**src/rtl/clkdiv_pkg.sv**
```systemverilog
package clkdiv_pkg;
    typedef enum logic [1:0] {
        ST_HOLD = 2'd0,
        ST_LOAD = 2'd1,
        ST_RUN  = 2'd2
    } div_state_t;
endpackage

```
**src/rtl/clkdiv_ctrl.sv**
```systemverilog
module clkdiv_ctrl
    import clkdiv_pkg::*;
#(
    parameter int RW = 3
) (
    input  logic          clk_i,
    input  logic          rst_i,
    input  logic          resync_i,
    input  logic [RW-1:0] ratio_i,
    input  logic [RW-1:0] phase_i,
    output div_state_t    state_o,
    output logic [RW-1:0] ratio_q_o,
    output logic [RW-1:0] phase_q_o
);
    localparam int NW = RW + 1;

    div_state_t    state_q, state_d;
    logic [NW-1:0] n_in, ph_ext, ph_mod;
    logic          capture;

    assign n_in    = NW'(ratio_i) + NW'(1);
    assign ph_ext  = NW'(phase_i);
    assign ph_mod  = ph_ext % n_in;
    assign capture = (state_q == ST_RUN) && resync_i;

    always_comb begin
        unique case (state_q)
            ST_HOLD: state_d = ST_RUN;
            ST_LOAD: state_d = ST_RUN;
            ST_RUN:  state_d = resync_i ? ST_LOAD : ST_RUN;
            default: state_d = ST_HOLD;
        endcase
    end

    always_ff @(posedge clk_i) begin
        if (rst_i) state_q <= ST_HOLD;
        else       state_q <= state_d;
    end

    always_ff @(posedge clk_i) begin
        if (rst_i) begin
            ratio_q_o <= '0;
            phase_q_o <= '0;
        end else if (capture) begin
            ratio_q_o <= ratio_i;
            phase_q_o <= ph_mod[RW-1:0];
        end
    end

    assign state_o = state_q;

    assert_hold_to_run_R6: assert property (@(posedge clk_i) disable iff (rst_i)
        (state_q == ST_HOLD) |=> (state_q == ST_RUN));
    assert_strobe_load_R8: assert property (@(posedge clk_i) disable iff (rst_i)
        (state_q == ST_RUN && resync_i) |=> (state_q == ST_LOAD));
    assert_fields_stable_R7: assert property (@(posedge clk_i) disable iff (rst_i)
        (state_q != ST_RUN || !resync_i) |=> ($stable(ratio_q_o) && $stable(phase_q_o)));
    assert_phase_wrap_R4: assert property (@(posedge clk_i) disable iff (rst_i)
        phase_q_o <= ratio_q_o);
endmodule

```
**src/rtl/clkdiv_cnt.sv**
```systemverilog
module clkdiv_cnt
    import clkdiv_pkg::*;
#(
    parameter int RW = 3
) (
    input  logic          clk_i,
    input  logic          rst_i,
    input  div_state_t    state_i,
    input  logic [RW-1:0] ratio_q_i,
    input  logic [RW-1:0] phase_q_i,
    output logic [RW-1:0] pos_o
);
    logic [RW-1:0] start;

    // Preset so that position zero falls on run cycle k = phase.
    assign start = (phase_q_i == '0) ? '0 : RW'(ratio_q_i - phase_q_i + RW'(1));

    always_ff @(posedge clk_i) begin
        if (rst_i)                   pos_o <= '0;
        else if (state_i != ST_RUN)  pos_o <= start;
        else if (pos_o == ratio_q_i) pos_o <= '0;
        else                         pos_o <= pos_o + RW'(1);
    end

    assert_pos_range_R1: assert property (@(posedge clk_i) disable iff (rst_i)
        pos_o <= ratio_q_i);
    assert_pos_step_R1: assert property (@(posedge clk_i) disable iff (rst_i)
        (state_i == ST_RUN && pos_o != ratio_q_i) |=>
            (state_i != ST_RUN || pos_o == $past(pos_o) + RW'(1)));
endmodule

```
**src/rtl/clkdiv_wave.sv**
```systemverilog
module clkdiv_wave
    import clkdiv_pkg::*;
#(
    parameter int RW = 3
) (
    input  div_state_t    state_i,
    input  logic [RW-1:0] ratio_q_i,
    input  logic [RW-1:0] pos_i,
    output logic          enc_en_o,
    output logic          div_o
);
    localparam int NW = RW + 1;

    logic [NW-1:0] half;

    assign half = (NW'(ratio_q_i) + NW'(1)) >> 1;

    always_comb begin
        unique case (state_i)
            ST_RUN: begin
                enc_en_o = (pos_i == '0);
                div_o    = (ratio_q_i == '0) ? 1'b1 : (NW'(pos_i) < half);
            end
            default: begin
                enc_en_o = 1'b0;
                div_o    = 1'b0;
            end
        endcase
    end
endmodule

```
**src/rtl/clkdiv_phase.sv**
```systemverilog
module clkdiv_phase
    import clkdiv_pkg::*;
#(
    parameter int RW = 3
) (
    input  logic          clk_i,
    input  logic          rst_i,
    input  logic          resync_i,
    input  logic [RW-1:0] ratio_i,
    input  logic [RW-1:0] phase_i,
    output logic          enc_en_o,
    output logic          div_o
);
    div_state_t    state;
    logic [RW-1:0] ratio_q, phase_q, pos;

    clkdiv_ctrl #(.RW(RW)) u_ctrl (
        .clk_i     (clk_i),
        .rst_i     (rst_i),
        .resync_i  (resync_i),
        .ratio_i   (ratio_i),
        .phase_i   (phase_i),
        .state_o   (state),
        .ratio_q_o (ratio_q),
        .phase_q_o (phase_q)
    );

    clkdiv_cnt #(.RW(RW)) u_cnt (
        .clk_i     (clk_i),
        .rst_i     (rst_i),
        .state_i   (state),
        .ratio_q_i (ratio_q),
        .phase_q_i (phase_q),
        .pos_o     (pos)
    );

    clkdiv_wave #(.RW(RW)) u_wave (
        .state_i   (state),
        .ratio_q_i (ratio_q),
        .pos_i     (pos),
        .enc_en_o  (enc_en_o),
        .div_o     (div_o)
    );

    assert_single_pulse_R1: assert property (@(posedge clk_i) disable iff (rst_i)
        (enc_en_o && ratio_q != '0 && !resync_i) |=> !enc_en_o);
    assert_enc_in_high_R5: assert property (@(posedge clk_i) disable iff (rst_i)
        (enc_en_o && ratio_q != '0) |-> div_o);
    assert_reset_low_R6: assert property (@(posedge clk_i)
        $past(rst_i) |-> (!enc_en_o && !div_o));
    assert_bypass_R2: assert property (@(posedge clk_i) disable iff (rst_i)
        (state == ST_RUN && ratio_q == '0) |-> (enc_en_o && div_o));
endmodule

```
**config.mk**
```make
export PLATFORM = sky130hd
export DESIGN_NAME = clkdiv_phase
export DESIGN_NICKNAME = d
export VERILOG_FILES = /design/src/rtl/clkdiv_pkg.sv /design/src/rtl/clkdiv_ctrl.sv /design/src/rtl/clkdiv_cnt.sv /design/src/rtl/clkdiv_wave.sv /design/src/rtl/clkdiv_phase.sv
export SDC_FILE = /design/constraint.sdc
export NUM_CORES = 1
export LEC_CHECK = 0
export BUFFER_PORTS_ARGS = -buffer_cell sky130_fd_sc_hd__buf_2
export CAP_MARGIN = 20
export CORE_ASPECT_RATIO = 0.6
export CORE_MARGIN = 4
export CORE_UTILIZATION = 42
export DETAILED_ROUTE_END_ITERATION = 16
export SLEW_MARGIN = 20
export SYNTH_ARGS = -nofsm -noshare
export SYNTH_HDL_FRONTEND = slang
export SYNTH_SLANG_ARGS = --single-unit
```
**constraint.sdc**
```tcl
create_clock -name clk_i -period 5.5 [get_ports clk_i]
set_clock_uncertainty 0.2 [all_clocks]
set_input_delay 1.1 -clock clk_i [delete_from_list [all_inputs] [get_ports clk_i]]
set_output_delay 1.1 -clock clk_i [all_outputs]
set_load 0.01 [all_outputs]
```
==> results.sh, run 1 <==
export IMPL_status="finished, final reports clean"
export IMPL_synth_edf_count=0
export IMPL_report_power_total_uw=356
export IMPL_ir_drop_mv=0.136
export IMPL_ant_nets=0
export IMPL_seq_power_share_pct=27.0
export IMPL_holdPathEnd="u_ctrl.phase_q_o[1]"
export IMPL_ff2ff_path_depth=8
export IMPL_grt_max_degree=13
export IMPL_path_max_fanout=7
export IMPL_required_ns=5.44
export IMPL_fin_ws_ns=0.229
export IMPL_multiInputGateArea_um2=928
export IMPL_drt_pass1_iter_count=4
export IMPL_start_kind="input pin"
export IMPL_holdBufCountCts=0
export IMPL_setup_viol=0
export IMPL_die_x_um=76.5
export IMPL_grt_ovfl_total=0
export IMPL_gp_congestion=0.900
export IMPL_grt_use_total_pct=14.8
export IMPL_wl_mm=2.72
export IMPL_rr_endpoint="u_cnt.pos_o[2]"
export IMPL_pwr_share_clk_pct=22.6
export IMPL_hp_class="flop to flop"
export IMPL_endpoint_kind="flop"
export IMPL_period_share_pct=95.8
export IMPL_worst_pin_slew_ns=0.377
export IMPL_cts_clk_slew_worst_paths_ns=0.05
export IMPL_ff_latch_area_um2=220
export IMPL_rows=14
export IMPL_grt_pass1_wl_mm=4.39
export IMPL_hpwl_mm=2.32
export IMPL_leakage_nw=0.661
export IMPL_slew_headroom_pct=74.7
export IMPL_area_growth_syn_to_layout_pct=17.4
export IMPL_pre_cts_ws_ns=-0.105
export IMPL_drt_iter0_markers=80
export IMPL_core_area_um2=2590
export IMPL_h_tree_depth=1
export IMPL_intPower_uw=226
export IMPL_r2r_start="u_ctrl.ratio_q_o[1]"
export IMPL_drv_cap=0
export IMPL_finalSetupTns_ns=0
export IMPL_worstPathArrival_ns=5.21
export IMPL_drive_gt1_share_pct=16.0
export IMPL_diodes=0
export IMPL_cts_tree="done"
export IMPL_pwr_density_cell_nw_per_um2=256
export IMPL_ff2ff_setup_slack_ns=3.57
export IMPL_syn_area_um2=1180
export IMPL_initial_core_util_pct=45.7
export IMPL_whs_path_depth=2
export IMPL_power_switching_uw=130
export IMPL_slew_violations=0
export IMPL_syn_num_nets=176
export IMPL_pwr_share_comb_pct=50.4
export IMPL_mostFrequentLayoutCells="ha_1, inv_1, dfxtp_1"
export IMPL_path_class="input pin to flop"
export IMPL_root_buffer="clkbuf_8"
export IMPL_ys_seq_area_share_pct=18.6
export IMPL_clkLatencyLatePin_ns=0.24
export IMPL_wire_per_inst_um=14.0
export IMPL_ys_warn_count=0
export IMPL_cts_max_path_buffers=2
export IMPL_port_buffers=10
export IMPL_switching_share_pct=36.4
export IMPL_yosys_register_bits=11
export IMPL_nFillCells=267
export IMPL_clock_sinks=11
export IMPL_yosys_most_used_dff="dfxtp_1"
export IMPL_synth_distinct_cells=37
export IMPL_antenna_found_initial=0
export IMPL_synth_area_per_cell_um2=8.28
export IMPL_ys_async_sr_fraction_pct=0
export IMPL_syn_inst=143
export IMPL_max_freq_mhz=190
export IMPL_die_y_um=49.1
export IMPL_worstHoldStart="u_ctrl.phase_q_o[1]"
export IMPL_first_global_vias=957
export IMPL_post_drt_via_cell_ratio=5.48
export IMPL_period_minus_slack_ns=5.27
export IMPL_nets=196
export IMPL_finalHoldViolations=0
export IMPL_pin_count=11
export IMPL_die_area_um2=3760
export IMPL_numCtsBuffers=3
export IMPL_drc=0
export IMPL_num_vias=1064
export IMPL_layout_commonest_cell="ha_1"
-- critical path, stage by stage --
cell,delay [ns]
buf_2,0.15
ha_1,0.33
nor4b_2,0.22
o211a_1,0.24
ha_4,0.15
o21ai_0,0.09
and2_1,0.17
or3_1,0.39
nand2_1,0.09
ha_1,0.25
a21o_1,0.20
o21a_1,0.21
a21oi_2,0.23
ha_1,0.29
a211o_1,0.32
a21o_1,0.20
or4_1,0.48
o311ai_1,0.10
-- registers in the layout (all words and copies together) (netlist names) --
register / count
u_cnt.pos_o: 3
u_ctrl.phase_q_o: 3
u_ctrl.ratio_q_o: 3
u_ctrl.state_o: 2
-- cell usage after synthesis, types with 3 or more instances --
master	instances	area share [%]
a211o_1	3	2.2
a22oi_1	3	1.9
a21o_1	5	3.2
xnor2_1	8	5.9
nand2b_1	3	1.6
nand3_1	3	1.3
inv_1	14	4.4
o21ai_0	4	1.7
xor2_1	4	3.0
a21oi_1	10	4.2
nor2_1	10	3.2
ha_1	23	24
nand2_1	10	3.2
o21a_1	4	2.5
dfxtp_1	11	19
-- per-stage QoR --
stage | std cells | cell area (um^2) | hold WS, ns | util, %
6_report | 194 | 1390 | 0.328 | 53.6
5_1_grt | 194 | 1390 | 0.379 | 53.6
4_1_cts | 194 | 1370 | 0.331 | 52.7
3_5_place_dp | 190 | 1320 | 0.324 | 50.9
3_3_place_gp | 190 | 1320 | 0.313 | 50.9
2_1_floorplan | 143 | 1180 | 0.290 | -
-- routing by layer --
| metal | vias to the layer above | track usage (%) | wire length (um) |
|---|---|---|---|
| li1 | 545 | - | - |
| met1 | 492 | 23.4 | 1530 |
| met2 | 25 | 19.7 | 1030 |
| met3 | 2 | 3.32 | 152 |
| met4 | 0 | 3.01 | 10 |
| met5 | - | 0 | 0 |
-- timing repair --
action,4_1_cts,5_1_grt
setup buffers,0,0
endpoints found under the setup margin,0,2
resized for setup,0,5
-- area by class of cell --
cell class              count  area share [%]
repair buffers             17            7.38
well taps                  32            2.88
clock buffers               3            2.97
multi-input cells         116            66.8
flip-flops and latches     11            15.8
clock inverters             1           0.360
inverters                  14            3.78
-- worst max-delay path by stage --
stage          slack, ns  startpoint  depth (start not counted)                   to
2_1_floorplan       0.38  ratio_i[0]                         18  u_ctrl.phase_q_o[2]
3_3_place_gp       -0.03  ratio_i[0]                         18  u_ctrl.phase_q_o[2]
3_5_place_dp       -0.10  ratio_i[0]                         18  u_ctrl.phase_q_o[2]
4_1_cts             0.14  ratio_i[0]                         18  u_ctrl.phase_q_o[2]
5_1_grt           -0.009  ratio_i[0]                         18  u_ctrl.phase_q_o[2]
6_report            0.23  ratio_i[0]                         18  u_ctrl.phase_q_o[2]
-- power groups by stage --
stage	logic [mW]	registers, mW	clock network [mW]
floorplan	0.120	0.0943	0
global placement	0.168	0.0973	0
detailed placement	0.174	0.0975	0
CTS	0.175	0.0958	0.0828
global route	0.200	0.0971	0.0879
finish	0.179	0.0960	0.0806
-- kinds of logic after synthesis --
| group | Yosys count | share of synthesized area [%] |
|---|---|---|
| AOI/OAI and AO/OA | 41 | 23.8 |
| xor gates and xnor gates | 12 | 8.88 |
| adders and majority gates | 24 | 26.0 |
| buffers and inverters | 16 | 5.07 |
| DFF | 11 | 18.6 |
| muxes | 2 | 1.69 |
| and+or+nand+nor | 37 | 16.0 |
Note: power is estimated with default switching activity, not from simulation.
==> run 2: changes to the inputs <==
Clock period 5.5 ns to 5.9 ns, I/O delays scaled along.
==> run 2 against run 1 <==
  * Worst setup slack better by 0.12 ns
  * Utilization fell by 2.7 points
  * Combinational power down 17%
  * Largest cell class unchanged
  * Sequential power fell by 6.7%
  * Largest power group unchanged
  * Final area fell by 5.0%
  * Highest routed layer unchanged
==> results.sh, run 2 (synthesis gave the netlist of run 1 again) <==
export IMPL_path_class="input pin to flop"
export IMPL_hp_class="flop to flop"
export IMPL_hpwl_mm=2.28
export IMPL_area_growth_syn_to_layout_pct=11.5
export IMPL_root_buffer="clkbuf_8"
export IMPL_whs_path_depth=2
export IMPL_endpoint_kind="flop"
export IMPL_cts_setup_buffers=0
export IMPL_grt_use_total_pct=15.5
export IMPL_die_x_um=76.5
export IMPL_grt_ovfl_total=0
export IMPL_drt_iter0_markers=53
export IMPL_setup_viol=0
export IMPL_drc=0
export IMPL_leakage_nw=0.632
export IMPL_path_max_fanout=9
export IMPL_required_ns=5.84
export IMPL_slew_headroom_pct=75.7
export IMPL_ir_drop_mv=0.119
export IMPL_max_freq_mhz=180
export IMPL_cts_resized=0
export IMPL_period_minus_slack_ns=5.55
export IMPL_finalHoldViolations=0
export IMPL_reg_top3="u_cnt.pos_o (3), u_ctrl.phase_q_o (3), u_ctrl.ratio_q_o (3)"
export IMPL_drv_cap=0
export IMPL_core_area_um2=2590
export IMPL_nets=190
export IMPL_cts_max_path_buffers=2
export IMPL_die_area_um2=3760
export IMPL_first_global_vias=1031
export IMPL_ant_nets=0
export IMPL_grt_pass1_wl_mm=4.75
export IMPL_start_kind="input pin"
export IMPL_rows=14
export IMPL_wl_mm=2.69
export IMPL_initial_core_util_pct=45.7
export IMPL_diodes=0
export IMPL_status="finished, final reports clean"
export IMPL_port_buffers=10
export IMPL_numCtsBuffers=3
export IMPL_cts_clk_slew_worst_paths_ns=0.05
export IMPL_gp_congestion=0.938
export IMPL_worst_pin_slew_ns=0.363
export IMPL_grt_max_degree=13
export IMPL_mostFrequentLayoutCells="ha_1, inv_1, dfxtp_1"
export IMPL_ff2ff_path_depth=8
export IMPL_clkLatencyLatePin_ns=0.24
export IMPL_antenna_found_initial=0
export IMPL_drive_gt1_share_pct=10.3
export IMPL_nFillCells=265
export IMPL_die_y_um=49.1
export IMPL_pwr_density_cell_nw_per_um2=239
export IMPL_layout_commonest_cell="ha_1"
export IMPL_worstPathArrival_ns=5.49
export IMPL_wire_per_inst_um=14.3
export IMPL_multiInputGateArea_um2=903
export IMPL_period_share_pct=94.0
export IMPL_clock_sinks=11
export IMPL_post_drt_via_cell_ratio=5.54
export IMPL_place_area_um2=1270
export IMPL_ff_latch_area_um2=220
export IMPL_holdBufCountCts=0
export IMPL_cts_tree="done"
export IMPL_rsz0062_at_grt="false"
export IMPL_final_area_um2=1320
export IMPL_slew_violations=0
export IMPL_pin_count=11
export IMPL_h_tree_depth=1
export IMPL_drt_pass1_iter_count=4
export IMPL_finalSetupTns_ns=0
export IMPL_num_vias=1041
-- run 2: cell count changes in the layout (fill, tap and decap cells not counted) --
cell,delta
fa_1,+1
nor4b_1,+1
buf_4,-6
ha_4,-1
ha_1,+1
o21ai_0,+1
a21oi_1,+1
o21ai_1,-1
nor4b_2,-1
a21oi_2,-1
fa_2,-1
-- run 2: worst paths after layout --
| check | slack [ns] | endpoint | startpoint |
|---|---|---|---|
| max | 0.35 | u_ctrl.phase_q_o[2] | ratio_i[0] |
| min | 0.33 | u_ctrl.state_o[1] | u_ctrl.state_o[0] |
| max reg2reg | 3.98 | u_cnt.pos_o[2] | u_ctrl.ratio_q_o[1] |
| min reg2reg | 0.33 | u_ctrl.state_o[1] | u_ctrl.state_o[0] |
-- run 2: area by class of cell --
type / count / share of cell area (%)
repair buffers: 11 / 4.36
well taps: 32 / 3.03
clock buffers: 3 / 3.13
clock inverters: 1 / 0.379
multi-input cells: 116 / 68.4
inverters: 14 / 3.98
flip-flops and latches: 11 / 16.7
-- run 2: critical path: stages --
cell and delay (ns):
buf_2 0.16, ha_1 0.33, nor4b_1 0.25, o211a_1 0.19, ha_1 0.17, o21ai_0 0.13
and2_1 0.18, o21ai_0 0.30, nand2_1 0.10, ha_1 0.35, o211a_1 0.20, o21a_1 0.23
nor2_1 0.06, a21oi_1 0.25, ha_1 0.31, a211o_1 0.32, a21o_1 0.23, or4_1 0.48
o311ai_1 0.09
-- run 2: per-stage QoR --
step	std cells	setup slack, ns	hold slack, ns	power, mW	util [%]
4_1_cts	188	0.389	0.341	0.316	50.9
3_5_place_dp	184	0.158	0.334	0.239	49.1
3_3_place_gp	184	0.270	0.312	0.231	49.1
5_1_grt	188	0.0644	0.376	0.340	50.9
6_report	188	0.353	0.334	0.315	50.9
2_1_floorplan	143	0.697	0.290	0.200	-
-- run 2: metal layers --
layer / track usage (%) / part of all wire (%) / vias to the layer above
met5: 0 / 0 / -
met4: 3.01 / 1.1 / 0
met2: 21.7 / 38 / 24
met3: 3.51 / 5.7 / 5
li1: - / - / 529
met1: 23.9 / 55 / 483
-- run 2: power breakdown --
group | switching (mW) | total [mW] | internal (mW)
logic | 0.0817 | 0.149 | 0.0677
registers | 0.00846 | 0.0896 | 0.0811
clock network | 0.0294 | 0.0759 | 0.0465
total | 0.120 | 0.315 | 0.195
==> run 3: changes to the inputs <==
Clock period 5.9 ns to 6.55 ns, I/O delays scaled along.
==> run 3 against run 2 <==
  * Utilization shrank 0.29 points
  * Wire length shrank 7.3%
  * Combinational power shrank 13%
  * Flip-flop and latch count is the same
  * Global-route usage shrank 1.2 points
  * Die area is the same
  * Via count shrank 1.1%
  * Count of clock-buffer cells in the layout is the same
  * Worst hold slack gained 0.0045 ns
  * First-iteration DRC count shrank 3.8%
  * Cell count shrank 0.53%
  * Critical path type unchanged
  * Critical endpoint unchanged
  * Highest routed layer unchanged
==> results.sh, run 3 (synthesis gave the netlist of run 1 again) <==
export IMPL_core_area_um2=2590
export IMPL_num_vias=1030
export IMPL_die_y_um=49.1
export IMPL_nFillCells=257
export IMPL_worst_pin_slew_ns=0.383
export IMPL_ff2ff_setup_slack_ns=4.64
export IMPL_fin_ws_ns=0.877
export IMPL_numCtsBuffers=3
export IMPL_h_tree_depth=1
export IMPL_gp_congestion=0.926
export IMPL_start_kind="input pin"
export IMPL_hp_class="flop to flop"
export IMPL_setup_viol=0
export IMPL_period_minus_slack_ns=5.67
export IMPL_r2r_start="u_ctrl.ratio_q_o[1]"
export IMPL_hpwl_mm=2.11
export IMPL_power_switching_uw=104
export IMPL_rows=14
export IMPL_leakage_nw=0.628
export IMPL_critPathBufInv=1
export IMPL_endpoint_kind="flop"
export IMPL_grt_pass1_wl_mm=4.37
export IMPL_final_cells=187
export IMPL_holdBufCountCts=0
export IMPL_drive_gt1_share_pct=9.68
export IMPL_worstPathArrival_ns=5.62
export IMPL_grt_max_degree=13
export IMPL_path_class="input pin to flop"
export IMPL_die_x_um=76.5
export IMPL_post_drt_via_cell_ratio=5.51
export IMPL_pin_count=11
export IMPL_cts_tree="done"
export IMPL_finalSetupTns_ns=0
export IMPL_diodes=0
export IMPL_die_area_um2=3760
export IMPL_seq_power_share_pct=29.0
export IMPL_utilization_pct=50.6
export IMPL_pwr_density_cell_nw_per_um2=212
export IMPL_cts_resized=0
export IMPL_cts_setup_buffers=0
export IMPL_pwr_share_comb_pct=46.2
export IMPL_intPower_uw=175
export IMPL_grt_use_total_pct=14.4
export IMPL_area_growth_syn_to_layout_pct=10.9
export IMPL_multiInputGateArea_um2=903
export IMPL_switching_share_pct=37.2
export IMPL_startpoint="ratio_i[0]"
export IMPL_place_inst=183
export IMPL_cts_max_path_buffers=2
export IMPL_drt_pass1_iter_count=4
export IMPL_initial_core_util_pct=45.7
export IMPL_drc=0
export IMPL_worstPathCellList="buf_2 > ha_1 > xnor2_1 > o211a_1 > ha_1 > o21ai_0 > and2_1 > o21ai_0 > nand2_1 > ha_1 > o211a_1 > o21a_1 > nor2_1 > a21oi_1 > ha_1 > a211o_1 > a21o_1 > or4_1 > o311ai_1"
export IMPL_period_share_pct=86.6
export IMPL_finalHoldViolations=0
export IMPL_ant_nets=0
export IMPL_required_ns=6.50
export IMPL_max_freq_mhz=176
export IMPL_root_buffer="clkbuf_8"
export IMPL_drt_iter0_markers=51
export IMPL_worstHoldStart="u_ctrl.phase_q_o[1]"
export IMPL_slew_violations=0
export IMPL_layout_commonest_cell="ha_1"
export IMPL_nets=189
export IMPL_drv_cap=0
export IMPL_critPathTopFamily="compound AO/OA/AOI/OAI gates"
export IMPL_path_max_fanout=9
export IMPL_path_common_cell="ha_1"
export IMPL_cts_clk_slew_worst_paths_ns=0.05
export IMPL_first_global_vias=940
export IMPL_pre_cts_ws_ns=0.664
export IMPL_wl_mm=2.49
export IMPL_slew_headroom_pct=74.3
export IMPL_pwr_share_clk_pct=24.8
export IMPL_ir_drop_mv=0.103
export IMPL_slowest_stage="or4_1"
export IMPL_wire_per_inst_um=13.3
export IMPL_clock_sinks=11
export IMPL_status="finished, final reports clean"
export IMPL_mostFrequentLayoutCells="ha_1, inv_1, dfxtp_1"
export IMPL_rsz0062_at_grt="false"
export IMPL_grt_ovfl_total=0
export IMPL_ff_latch_area_um2=220
export IMPL_reg_top3="u_cnt.pos_o (3), u_ctrl.phase_q_o (3), u_ctrl.ratio_q_o (3)"
export IMPL_clkLatencyLatePin_ns=0.24
export IMPL_antenna_found_initial=0
export IMPL_critPathMaxStageDelay_ns=0.48
export IMPL_port_buffers=10
-- run 3: layout make-up --
class                           instances  area share [%]
Tap cell                               32            3.05
Sequential cell                        11            16.8
Clock buffer                            3            3.15
Timing Repair Buffer                   10            3.81
Inverter                               14            4.00
Clock inverter                          1           0.381
Multi-Input combinational cell        116            68.8
-- run 3: routing by layer --
layer	vias to the layer above	share of wire, %	global-route usage (%)
li1	537	-	-
met1	469	60	23.4
met2	20	36	18.8
met3	4	3.7	3.32
met4	0	0.84	1.81
met5	-	0	0
-- run 3: final timing paths --
check	end	cells past startpoint
max reg2reg	u_cnt.pos_o[2]	8
min reg2reg	u_ctrl.phase_q_o[1]	2
min	u_ctrl.phase_q_o[1]	2
max	u_ctrl.phase_q_o[2]	19
-- run 3: through the flow --
step	total power [mW]	hold slack [ns]	area, um^2
after floorplan	0.180	0.290	1180
after global placement	0.207	0.316	1270
after detailed placement	0.209	0.329	1270
after CTS	0.279	0.336	1310
after global routing	0.303	0.357	1310
final	0.278	0.339	1310
-- run 3: worst register-to-register path, delay by kind of cell (launching register included) --
| family | cells | cell delay [ns] |
|---|---|---|
| adder cells (fa/ha/maj) | 2 | 0.48 |
| flip-flops | 1 | 0.43 |
| XOR/XNOR | 2 | 0.30 |
| AO/OA/AOI/OAI | 1 | 0.20 |
| buffers and inverters | 2 | 0.14 |
| AND/OR/NAND/NOR | 1 | 0.05 |
-- run 3: power by group through the flow --
stage	Sequential [mW]	Clock [mW]	Combinational, mW
3_3_place_gp	0.0818	0	0.125
6_report	0.0808	0.0691	0.129
4_1_cts	0.0805	0.0704	0.128
2_1_floorplan	0.0792	0	0.101
5_1_grt	0.0821	0.0747	0.146
3_5_place_dp	0.0819	0	0.127
